===== src/rtl/hb_pkg.sv =====
package hb_pkg;

  typedef enum logic [1:0] {
    LEG_OFF  = 2'd0,
    LEG_HIGH = 2'd1,
    LEG_LOW  = 2'd2
  } leg_cmd_t;

  // Wanted state of one leg, given permission to drive and its polarity.
  function automatic leg_cmd_t leg_request(input logic drive_ok, input logic pol);
    if (!drive_ok) return LEG_OFF;
    return pol ? LEG_HIGH : LEG_LOW;
  endfunction

  // True on the last clock of a tick period.
  function automatic logic tick_due(input int unsigned count, input int unsigned div);
    return (count + 1) >= div;
  endfunction

  // Fault latch update: clearing wins over setting.
  function automatic logic latch_next(input logic hold, input logic set, input logic clear);
    if (clear) return 1'b0;
    return hold | set;
  endfunction

endpackage


===== src/rtl/hb_sync.sv =====
module hb_sync #(
  parameter int WIDTH = 1
) (
  input  logic             clk,
  input  logic             rst_n,
  input  logic [WIDTH-1:0] d,
  output logic [WIDTH-1:0] q
);
  logic [WIDTH-1:0] stage1;
  logic [WIDTH-1:0] stage2;

  always_ff @(posedge clk or negedge rst_n) begin
    if (!rst_n) begin
      stage1 <= '0;
      stage2 <= '0;
    end else begin
      stage1 <= d;
      stage2 <= stage1;
    end
  end

  assign q = stage2;
endmodule


===== src/rtl/hb_leg.sv =====
module hb_leg
  import hb_pkg::*;
#(
  parameter int DEAD_CYCLES = 4
) (
  input  logic     clk,
  input  logic     rst_n,
  input  leg_cmd_t req,
  output logic     hs,
  output logic     ls
);
  localparam int DW = (DEAD_CYCLES > 0) ? $clog2(DEAD_CYCLES + 1) : 1;
  localparam logic [DW-1:0] GAP_FULL = DW'(DEAD_CYCLES);

  leg_cmd_t      cur;
  logic [DW-1:0] gap;

  always_ff @(posedge clk or negedge rst_n) begin
    if (!rst_n) begin
      cur <= LEG_OFF;
      gap <= GAP_FULL;
    end else if (cur != LEG_OFF) begin
      if (req != cur) begin
        cur <= LEG_OFF;
        gap <= '0;
      end
    end else if (gap == GAP_FULL) begin
      if (req != LEG_OFF) cur <= req;
    end else begin
      gap <= gap + DW'(1);
    end
  end

  assign hs = (cur == LEG_HIGH);
  assign ls = (cur == LEG_LOW);
endmodule


===== src/rtl/hb_regulator.sv =====
module hb_regulator
  import hb_pkg::*;
#(
  parameter int OFF_TICKS   = 41,
  parameter int BLANK_TICKS = 33,
  parameter int TICK_DIV    = 50
) (
  input  logic clk,
  input  logic rst_n,
  input  logic bridge_on,
  input  logic ilim_s,
  output logic chop_start,
  output logic off_active,
  output logic blanking
);
  localparam int TMAX = (OFF_TICKS > BLANK_TICKS) ? OFF_TICKS : BLANK_TICKS;
  localparam int TW   = $clog2(TMAX + 1);
  localparam int PW   = (TICK_DIV > 1) ? $clog2(TICK_DIV) : 1;

  logic          on_q;
  logic          turn_on;
  logic          tick;
  logic [PW-1:0] presc;
  logic [TW-1:0] blank_cnt;
  logic [TW-1:0] off_cnt;

  assign turn_on    = bridge_on & ~on_q;
  assign tick       = tick_due(32'(presc), TICK_DIV);
  assign blanking   = turn_on | (blank_cnt != '0);
  assign off_active = (off_cnt != '0);
  assign chop_start = ilim_s & bridge_on & ~blanking & ~off_active;

  always_ff @(posedge clk or negedge rst_n) begin
    if (!rst_n) begin
      on_q      <= 1'b0;
      presc     <= '0;
      blank_cnt <= '0;
      off_cnt   <= '0;
    end else begin
      on_q <= bridge_on;
      if (turn_on || chop_start || tick) presc <= '0;
      else                               presc <= presc + PW'(1);
      if (turn_on)                        blank_cnt <= TW'(BLANK_TICKS);
      else if (tick && blank_cnt != '0)   blank_cnt <= blank_cnt - TW'(1);
      if (chop_start)                     off_cnt <= TW'(OFF_TICKS);
      else if (tick && off_cnt != '0)     off_cnt <= off_cnt - TW'(1);
    end
  end
endmodule


===== src/rtl/hb_bridge_ctrl.sv =====
module hb_bridge_ctrl
  import hb_pkg::*;
#(
  parameter int DEAD_CYCLES = 4,
  parameter int OFF_TICKS   = 41,
  parameter int BLANK_TICKS = 33,
  parameter int TICK_DIV    = 50
) (
  input  logic clk,
  input  logic rst_n,
  input  logic pol_a,
  input  logic pol_b,
  input  logic en,
  input  logic dis_hi,
  input  logic dis_lo_n,
  input  logic ilim_flag,
  input  logic short_flag,
  input  logic otemp_flag,
  input  logic uv_flag,
  output logic hs_a,
  output logic ls_a,
  output logic hs_b,
  output logic ls_b,
  output logic fault_n
);
  localparam int NLEG = 2;
  localparam int NSYNC = 9;

  logic [NSYNC-1:0] sync_q;
  logic [NLEG-1:0]  pol_s;
  logic en_s, dis_hi_s, dis_lo_n_s, ilim_s, short_s, ot_s, uv_s;

  hb_sync #(.WIDTH(NSYNC)) sync_i (
    .clk   (clk),
    .rst_n (rst_n),
    .d     ({pol_b, pol_a, en, dis_hi, dis_lo_n, ilim_flag, short_flag, otemp_flag, uv_flag}),
    .q     (sync_q)
  );

  assign pol_s      = sync_q[8:7];
  assign en_s       = sync_q[6];
  assign dis_hi_s   = sync_q[5];
  assign dis_lo_n_s = sync_q[4];
  assign ilim_s     = sync_q[3];
  assign short_s    = sync_q[2];
  assign ot_s       = sync_q[1];
  assign uv_s       = sync_q[0];

  // Bridge allowed to run by the control inputs
  logic active_w;
  assign active_w = en_s & ~dis_hi_s & dis_lo_n_s;

  logic sc_lat, ot_lat;
  always_ff @(posedge clk or negedge rst_n) begin
    if (!rst_n) begin
      sc_lat <= 1'b0;
      ot_lat <= 1'b0;
    end else begin
      sc_lat <= latch_next(sc_lat, short_s, ~active_w);
      ot_lat <= latch_next(ot_lat, ot_s, ~active_w);
    end
  end

  logic chop_start, off_active, blanking, bridge_on;
  logic hold_off_w, drive_ok_w;
  assign hold_off_w = ~active_w | sc_lat | ot_lat | short_s | ot_s | uv_s
                    | off_active | chop_start;
  assign drive_ok_w = ~hold_off_w;

  leg_cmd_t        leg_req [NLEG];
  logic [NLEG-1:0] hs_v, ls_v;

  always_comb begin
    for (int g = 0; g < NLEG; g++) leg_req[g] = leg_request(drive_ok_w, pol_s[g]);
  end

  for (genvar g = 0; g < NLEG; g++) begin : g_leg
    hb_leg #(.DEAD_CYCLES(DEAD_CYCLES)) leg_i (
      .clk   (clk),
      .rst_n (rst_n),
      .req   (leg_req[g]),
      .hs    (hs_v[g]),
      .ls    (ls_v[g])
    );
  end

  assign bridge_on = |{hs_v, ls_v};

  hb_regulator #(
    .OFF_TICKS   (OFF_TICKS),
    .BLANK_TICKS (BLANK_TICKS),
    .TICK_DIV    (TICK_DIV)
  ) reg_i (
    .clk        (clk),
    .rst_n      (rst_n),
    .bridge_on  (bridge_on),
    .ilim_s     (ilim_s),
    .chop_start (chop_start),
    .off_active (off_active),
    .blanking   (blanking)
  );

  assign hs_a    = hs_v[0];
  assign ls_a    = ls_v[0];
  assign hs_b    = hs_v[1];
  assign ls_b    = ls_v[1];
  assign fault_n = ~(sc_lat | ot_lat | uv_s);
endmodule


===== config.mk =====
export PLATFORM = sky130hd
export DESIGN_NAME = hb_bridge_ctrl
export DESIGN_NICKNAME = d
export VERILOG_FILES = /design/src/rtl/hb_pkg.sv /design/src/rtl/hb_sync.sv /design/src/rtl/hb_leg.sv /design/src/rtl/hb_regulator.sv /design/src/rtl/hb_bridge_ctrl.sv
export SDC_FILE = /design/constraint.sdc
export NUM_CORES = 1
export LEC_CHECK = 0
export CORE_UTILIZATION = 55
export CTS_CLUSTER_SIZE = 12
export DETAILED_ROUTE_END_ITERATION = 8
export PLACE_DENSITY = 0.82
export SLEW_MARGIN = 0
export SYNTH_ARGS = -nofsm -noshare
export SYNTH_HDL_FRONTEND = slang
export SYNTH_SLANG_ARGS = --single-unit
export TNS_END_PERCENT = 30

===== constraint.sdc =====
create_clock -name clk -period 3.05 [get_ports clk]
set_input_delay 0.305 -clock clk [delete_from_list [all_inputs] [get_ports clk]]
set_output_delay 0.305 -clock clk [all_outputs]
set_load 0.01 [all_outputs]

# Word level (Yosys, flattened, before mapping)
# Index checks and enable logic that the tools add are counted.
classes:
  n_addsub: 6
  reduce_logical: 21
  n_mux: 27
  order_cmp: 1
  eq_ne: 12
  n_bitwise: 24
ops:
  columns: ["cell", "count"]
  rows:
  - ["greater-or-equal comparator 32 x 6 -> 1 bit, second input constant", 1]
  - ["2-to-1 mux 6 bit", 5]
  - ["2-to-1 mux 2 bit", 13]
  - ["nonzero test 2 bit", 10]
  - ["2-to-1 mux 3 bit", 6]
  - ["bitwise OR 1 bit", 12]
  - ["nonzero test 6 bit", 2]
  - ["subtractor 6 x 1 -> 6 bit, second input constant", 2]
  - ["adder 6 x 1 -> 7 bit, second input constant", 1]
  - ["adder 3 x 1 -> 3 bit, second input constant", 2]
  - ["adder 6 x 1 -> 6 bit, second input constant", 1]
  - ["bitwise AND 1 bit", 6]
  - ["equality test 3 bit, second input constant", 2]
  - ["NOT 1 bit", 6]
  - ["AND reduction 3 bit", 2]
  - ["equality test 2 x 1 -> 1 bit, second input constant", 2]
  - ["equality test 2 bit, second input constant", 2]
  - ["!= test 2 x 1 -> 1 bit, second input constant", 2]
  - ["!= test 2 bit", 2]
  - ["!= test 2 bit, second input constant", 2]
  - ["AND reduction 2 bit", 2]
  - ["OR reduction 4 bit", 1]
  - ["2-to-1 mux 1 bit", 3]
  - ["logical AND 1 bit", 2]
  - ["logical OR 1 bit", 2]
word_totals:
  register_bits: 49
  word_cells: 103
  out_inout_bits: 5
  inputBits: 11

# Logic depth before layout (Yosys ltp)
# Gate-level depths: netlist of the first run.
logic_depth:
  depth_word: 17
  depth_mapped: 9
  mapped_depth_nobuf: 8

# Cells and area by module
# A second synthesis of the first run with hierarchy kept.
unflattened:
  cells_unflattened: 224
  hier_area_um2: 2478.6
modules_own_cells:
  columns: ["mod", "seq_area_each_um2", "instances", "cells_each", "area_per_inst_um2"]
  rows:
  - ["hb_regulator", 475.5, 1, 128, 1228.7]
  - ["hb_leg", 126.4, 2, 30, 314.1]
  - ["hb_sync", 450.4, 1, 18, 450.4]
  - ["hb_bridge_ctrl", 50.0, 1, 18, 171.4]

# Worst setup path after synthesis of the first run
# Ideal clock, no wire load.
synth_path:
  path_kind: "reg-to-reg"
  from: "reg g_leg[0].leg_i.cur[0]"
  to: "reg g_leg[0].leg_i.gap[0]"
  setup_time_ns: 0.127
  slack_ns: 0.562
  path_stages_with_launch: 10
  t_arrival_ns: 2.362
  cell_sequence: "dfrtp_1 -> inv_1 -> ha_1 -> or2_2 -> and3_1 -> a2111o_1 -> buf_6 -> mux2_4 -> nor3_2 -> o21ai_1"
synth_between:
  elab_chain_len: 13
  word_cells_on_any_way: 18
synth_rtl:
  columns: ["element", "line", "rtl"]
  rows:
  - ["start: declaration", "hb_leg.sv:15", "leg_cmd_t cur;"]
  - ["start signal: assignment", "hb_leg.sv:28", "if (req != LEG_OFF) cur <= req;"]
  - ["equality test 2 x 1 -> 1 bit or equality test 2 bit (tied branches)", "hb_leg.sv:34, hb_leg.sv:35", null]
  - ["OR reduction 4 bit (*)", "hb_bridge_ctrl.sv:87", "assign bridge_on = |{hs_v, ls_v};"]
  - ["named net bridge_on", "hb_bridge_ctrl.sv:64", "logic chop_start, off_active, blanking, bridge_on;"]
  - ["bitwise AND 1 bit", "hb_regulator.sv:27", "assign turn_on = bridge_on & ~on_q;"]
  - ["bitwise OR 1 bit", "hb_regulator.sv:29", "assign blanking = turn_on | (blank_cnt != '0);"]
  - ["NOT 1 bit", "hb_regulator.sv:31", "assign chop_start = ilim_s & bridge_on & ~blanking & ~off_active;"]
  - ["bitwise AND 1 bit (*) (2 in a row)", "hb_regulator.sv:31", null]
  - ["bitwise OR 1 bit (*)", "hb_bridge_ctrl.sv:67", "| off_active | chop_start;"]
  - ["2-to-1 mux 1 bit (*)", "hb_pkg.sv:11", "if (!drive_ok) return LEG_OFF;"]
  - ["2-to-1 mux 2 bit (*)", "hb_pkg.sv:12", "return pol ? LEG_HIGH : LEG_LOW;"]
  - ["!= test 2 bit (*)", "hb_leg.sv:23", "if (req != cur) begin"]
  - ["!= test 2 bit (no line) (*)", null, null]
  - ["AND reduction 2 bit (no line) (*)", null, null]
  - ["end signal: assignment", "hb_leg.sv:30", "gap <= gap + DW'(1);"]
  - ["end: declaration", "hb_leg.sv:16", "logic [DW-1:0] gap;"]
# Mark *: on every way through the listed nets, which the timed path passes. The rest lies on a longest branch.
# A chain may end at the register's enable or synchronous reset.

# Final worst setup path of the first run
layout_path:
  from: "reg g_leg[0].leg_i.cur[0]"
  to: "reg g_leg[1].leg_i.gap[0]"
layout_between:
  elab_chain_len: 13
  word_cells_on_any_way: 15
layout_rtl:
  columns: ["element", "line"]
  rows:
  - ["equality test 2 x 1 -> 1 bit or equality test 2 bit (tied branches)", "hb_leg.sv:34, hb_leg.sv:35"]
  - ["OR reduction 4 bit (*)", "hb_bridge_ctrl.sv:87"]
  - ["named net bridge_on", "hb_bridge_ctrl.sv:64"]
  - ["bitwise AND 1 bit", "hb_regulator.sv:27"]
  - ["bitwise OR 1 bit", "hb_regulator.sv:29"]
  - ["NOT 1 bit", "hb_regulator.sv:31"]
  - ["bitwise AND 1 bit (*) (2 in a row)", "hb_regulator.sv:31"]
  - ["bitwise OR 1 bit (*)", "hb_bridge_ctrl.sv:67"]
  - ["2-to-1 mux 1 bit (*)", "hb_pkg.sv:11"]
  - ["2-to-1 mux 2 bit (*)", "hb_pkg.sv:12"]
  - ["!= test 2 bit (*)", "hb_leg.sv:23"]
  - ["!= test 2 bit (no line) (*)", null]
  - ["AND reduction 2 bit (no line) (*)", null]
  - ["end signal: assignment", "hb_leg.sv:30"]
  - ["end: declaration", "hb_leg.sv:16"]
# Marks and branches as above.

==> impl_metrics.tcl, run 1 <==
set metrics [dict create \
    status "completed" \
    track_usage 0.1998 \
    finalSetupTns_ps 0 \
    wire_per_inst_um 13.74 \
    rrSetupSlack_ps 270 \
    grt_antenna_before_repair 0 \
    post_cts_hold_buffer_count 0 \
    place_area_mm2 0.002440 \
    drt_iter0_drc 87 \
    rsz0062_at_grt "false" \
    cts_tree "done" \
    ctsResizeCount 0 \
    period_share 0.9108 \
    utilization 0.6775 \
    final-setup-viol-count 0 \
    design.core.area_mm2 0.003799 \
    worstMarginPinSlew_ps 1029 \
    synth_edf_count 0 \
    place_inst 266 \
    htree_levels 2 \
    fin_area_mm2 0.002574 \
    clk_latency_ps 300 \
    multi_input_area_um2 953.4 \
    cts-root-buf "clkbuf_8" \
    cp.required_ps 3240 \
    io_pins 16 \
    rows 22 \
    cp-start-kind "flip-flop" \
    vias 1495 \
    ir_drop_v 0.0005426 \
    die_x_um 65.96 \
    dpl.hpwl_um 2595 \
    grt_pass1_vias 1482 \
    routed_wl_um 3765 \
    yosys_most_used_dff "dfrtp_1" \
    die_h_um 65.96 \
    diodes 0 \
    ant_nets 0 \
    cts_sinks 49 \
    worst_setup_path_end_kind "flip-flop" \
    path_max_fanout 10 \
    critPathKind "flip-flop to flip-flop" \
    drv_cap 0 \
    vias_per_cell 5.456 \
    instances_no_fill 274 \
    relSlewSlack 0.3139 \
    clkTransAtPathRegs_ps 90 \
    syn-cell-area_mm2 0.002250 \
    start_util 0.5922 \
    yosys_register_bits 49 \
    grt_max_degree 50 \
    gp_congestion 0.7856 \
    cts-buffers-inserted 5 \
    skew_ps 9.653 \
    postCtsSetupBuffers 0 \
    max_clock_freq_ghz 0.3600 \
    final_cell_mix "47 x dfrtp_1, 25 x nor2_1, 17 x nand2_1" \
    yosysTopAreaCellShare 0.5228 \
    synthCells 205 \
    arrival_ps 2960 \
    clk_path_buf_depth 2 \
    fillers 277 \
    layout_commonest_cell "dfrtp_1" \
    syn_area_per_cell_um2 10.97 \
    layout-drive-gt1-share 0.09735 \
    fin_worst_hold_slack_ps 174.6 \
    hold_viol 0 \
    grt_pass1_wl_um 6410 \
    ys_types 42 \
    ys_seq_area_frac 0.5462 \
    dr.pass1.iters 4 \
    p_leak_uw 0.001212 \
    die_area_mm2 0.004350 \
    overflow 0 \
    post-route-drc-count 0 \
    synth_area_leader_cell "dfrtp_1" \
    cellPowerDensity_mw_per_mm2 892.0 \
    min_period_ps 2778 \
    synth.net_count 232 \
    synth.area.top_cells "dfrtp_1 52%, ha_1 8.9%, nor2_1 4.2%, nand2_1 2.8%, nand3_1 2.4%" \
    synth-warning-count 0 \
    hp-class "input port to async pin" \
    io_buffers 15 \
    ff_latch_area_mm2 0.001229 \
    async_reset_ff_frac 1.000 \
    syn_to_final_growth_pct 14.40 \
    final_nets 252 \
    slew_viol_final 0 \
]
## final cells by class
type	instances	area share
tap	48	0.02333
clock buffer	5	0.02674
inverter	14	0.02042
clock inverter	3	0.02528
sequential	49	0.4774
timing repair buffer	15	0.05639
multi-input combinational	140	0.3704
## per-layer routing
layer,global-route usage,share of wire
met4,0.06383,0.0090
met2,0.3176,0.47
met1,0.2621,0.49
met3,0.06034,0.032
met5,0,0
## critical path, cell delays in order, from the launching register on
cell	delay, ps
dfrtp_1	420
inv_1	120
ha_1	290
or2_2	330
and3_1	210
a2111o_1	580
mux2_4	360
nor3_2	240
o21ai_1	110
## path summary, 6_finish.rpt
kind,from,to,depth (start not counted)
setup / recovery,g_leg[0].leg_i.cur[0]$_DFFE_PN0P_,g_leg[1].leg_i.gap[0]$_DFFE_PN0P_,8
hold / removal,rst_n,g_leg[1].leg_i.gap[1]$_DFFE_PN0P_,1
min in group clk,sync_i.stage1[8]$_DFF_PN0_,sync_i.q[8]$_DFF_PN0_,0
hold reg to reg,sync_i.stage1[8]$_DFF_PN0_,sync_i.q[8]$_DFF_PN0_,0
max in group asynchronous,rst_n,g_leg[1].leg_i.cur[0]$_DFFE_PN0P_,1
setup reg to reg,g_leg[0].leg_i.cur[0]$_DFFE_PN0P_,g_leg[1].leg_i.gap[0]$_DFFE_PN0P_,8
## Yosys cell counts (all sizes together) (3+ instances only)
master,number
inv,14
xnor2,4
ha,16
dfrtp,47
nor2,25
a211oi,3
nand3,11
nand2,17
o21ai,10
a21oi,6
mux2i,4
nor3,8
## logic make-up (layout without fill, tap and decap cells)
| family | Yosys count | count (layout) | synth area share |
|---|---|---|---|
| xor gates and xnor gates | 6 | 6 | 0.02336 |
| DFF | 49 | 49 | 0.5462 |
| muxes | 6 | 6 | 0.03115 |
| adders and majority gates | 16 | 16 | 0.08899 |
| and+or+nand+nor | 81 | 81 | 0.1897 |
| AOI/OAI and AO/OA | 31 | 31 | 0.09066 |
| buffers and inverters | 16 | 37 | 0.03003 |
## stage by stage
step                      setup WS [ps]  power [µW]
after floorplan                   561.7        1545
after global placement            405.7        1720
after detailed placement          314.4        1764
after CTS                         276.3        2304
after global routing              139.6        2491
final                             272.1        2296
## state kept, by name, indices dropped and copies added (netlist names)
register,count
g_leg.leg_i.gap,6
sc_lat,1
sync_i.stage1,9
g_leg.leg_i.cur,4
reg_i.off_cnt,6
sync_i.q,9
reg_i.presc,6
reg_i.blank_cnt,6
reg_i.on_q,1
ot_lat,1
## where the power goes
| part | switching (µW) | leakage (µW) | total, µW | internal [µW] |
|---|---|---|---|---|
| combinational | 485 | 0.000538 | 821 | 336 |
| clock | 204 | 0.0000681 | 529 | 325 |
| sequential | 134 | 0.000606 | 945 | 812 |
Note: power is estimated with default switching activity, not from simulation.
==> run 2: changes to the inputs <==
--- a/config.mk
+++ b/config.mk
@@ -5,10 +5,13 @@
 export SDC_FILE = /design/constraint.sdc
 export NUM_CORES = 1
 export LEC_CHECK = 0
-export CORE_UTILIZATION = 55
+export CELL_PAD_IN_SITES_DETAIL_PLACEMENT = 0
+export CELL_PAD_IN_SITES_GLOBAL_PLACEMENT = 1
+export CORE_UTILIZATION = 50
 export CTS_CLUSTER_SIZE = 12
 export DETAILED_ROUTE_END_ITERATION = 8
-export PLACE_DENSITY = 0.82
+export PLACE_DENSITY = 0.91
+export SKIP_CTS_REPAIR_TIMING = 1
 export SLEW_MARGIN = 0
 export SYNTH_ARGS = -nofsm -noshare
 export SYNTH_HDL_FRONTEND = slang
==> constraint.sdc (replaced) <==
create_clock -name clk -period 3.3 [get_ports clk]
set_input_delay 0.33 -clock clk [delete_from_list [all_inputs] [get_ports clk]]
set_output_delay 0.33 -clock clk [all_outputs]
set_load 0.01 [all_outputs]
==> impl_metrics.tcl, run 2 (synthesized netlist as in run 1, its figures left out) <==
set metrics [dict create \
    min_period_ps 2749 \
    diodes 0 \
    dr.pass1.iters 4 \
    relSlewSlack 0.3082 \
    ir_drop_v 0.0003779 \
    critPathKind "flip-flop to flip-flop" \
    ant_nets 0 \
    die_x_um 69.08 \
    period_share 0.8331 \
    skew_ps 5.113 \
    utilization 0.5874 \
    post-route-drc-count 0 \
    gp_congestion 0.7422 \
    cellPowerDensity_mw_per_mm2 774.8 \
    io_pins 16 \
    vias 1463 \
    clkTransAtPathRegs_ps 90 \
    cts_sinks 49 \
    cp-start-kind "flip-flop" \
    syn_to_final_growth_pct 12.90 \
    layout_commonest_cell "dfrtp_1" \
    worst_setup_path_end_kind "flip-flop" \
    worstMarginPinSlew_ps 1038 \
    cts-buffers-inserted 5 \
    grt_pass1_vias 1437 \
    final_cell_mix "47 x dfrtp_1, 25 x nor2_1, 17 x nand2_1" \
    cts_tree "done" \
    final-setup-viol-count 0 \
    die_h_um 69.08 \
    grt_max_degree 50 \
    arrival_ps 2940 \
    slew_viol_final 0 \
    total_power_uw 1968 \
    path_max_fanout 10 \
    design.core.area_mm2 0.004324 \
    start_util 0.5203 \
    rsz0062_at_grt "false" \
    final_nets 252 \
    overflow 0 \
    clk_path_buf_depth 2 \
    grt_pass1_wl_um 6375 \
    cp-startpoint "g_leg[0].leg_i.cur[1]$_DFFE_PN0P_" \
    rows 24 \
    io_buffers 15 \
    dpl.hpwl_um 2580 \
    cp.required_ps 3490 \
    hold_viol 0 \
    drt_iter0_drc 105 \
    status "completed" \
    drv_cap 0 \
    htree_levels 2 \
    grt_antenna_before_repair 0 \
    vias_per_cell 5.263 \
    clk_latency_ps 300 \
    max_clock_freq_ghz 0.3637 \
    wire_per_inst_um 12.77 \
    cts-root-buf "clkbuf_8" \
    track_usage 0.1678 \
    layout-drive-gt1-share 0.09735 \
    p_leak_uw 0.001193 \
    die_area_mm2 0.004771 \
    routed_wl_um 3550 \
    r2r-start "g_leg[0].leg_i.cur[1]$_DFFE_PN0P_" \
    finalSetupTns_ps 0 \
    hp-class "input port to async pin" \
]
==> run 2: worst paths after layout <==
| check | endpoint | slack, ps | cells past startpoint |
|---|---|---|---|
| max reg2reg | g_leg[1].leg_i.gap[0]$_DFFE_PN0P_ | 550 | 8 |
| min reg2reg | sync_i.q[4]$_DFF_PN0_ | 360 | 0 |
| min | reg_i.off_cnt[2]$_DFFE_PN0P_ | 200 | 1 |
| min in group clk | sync_i.q[4]$_DFF_PN0_ | 360 | 0 |
| max in group asynchronous | sync_i.q[6]$_DFF_PN0_ | 2460 | 1 |
| max | g_leg[1].leg_i.gap[0]$_DFFE_PN0P_ | 550 | 8 |
==> run 2: cell type report <==
cell class	count	area (µm²)
multi-input combinational	140	953.4
clock inverter	3	26.28
tap	52	65.06
inverter	14	52.55
clock buffer	5	68.82
timing repair buffer	15	145.1
fill	369	1784
sequential	49	1229
==> run 2: where the power goes <==
group          switching, µW  internal (µW)  total, µW
Clock                    202            154        357
Combinational            436            310        746
Sequential               115            750        865
==> run 2: metal layers <==
layer	vias to the layer above	share of wire	GRT usage
met1	683	0.48	0.2175
li1	755	-	-
met4	0	0.019	0.06803
met3	6	0.024	0.04386
met5	-	0	0
met2	19	0.48	0.2686
==> run 2: stage by stage <==
| stage | setup slack (ps) | instances | hold slack, ps | cell area, µm² |
|---|---|---|---|---|
| 3_5_place_dp | 564.7 | 270 | 337.0 | 2445 |
| 3_3_place_gp | 620.1 | 270 | 331.5 | 2445 |
| 6_report | 550.8 | 278 | 201.1 | 2540 |
| 4_1_cts | 556.9 | 278 | 249.0 | 2540 |
| 5_1_grt | 392.4 | 278 | 273.0 | 2540 |
| 2_1_floorplan | 811.7 | 205 | 34.41 | 2250 |
==> run 2: critical path, cell delays in order (launching register included) <==
cell	delay, ps
dfrtp_1	430
inv_1	150
ha_1	250
or2_2	320
and3_1	200
a2111o_1	580
mux2_4	360
nor3_2	240
o21ai_1	100
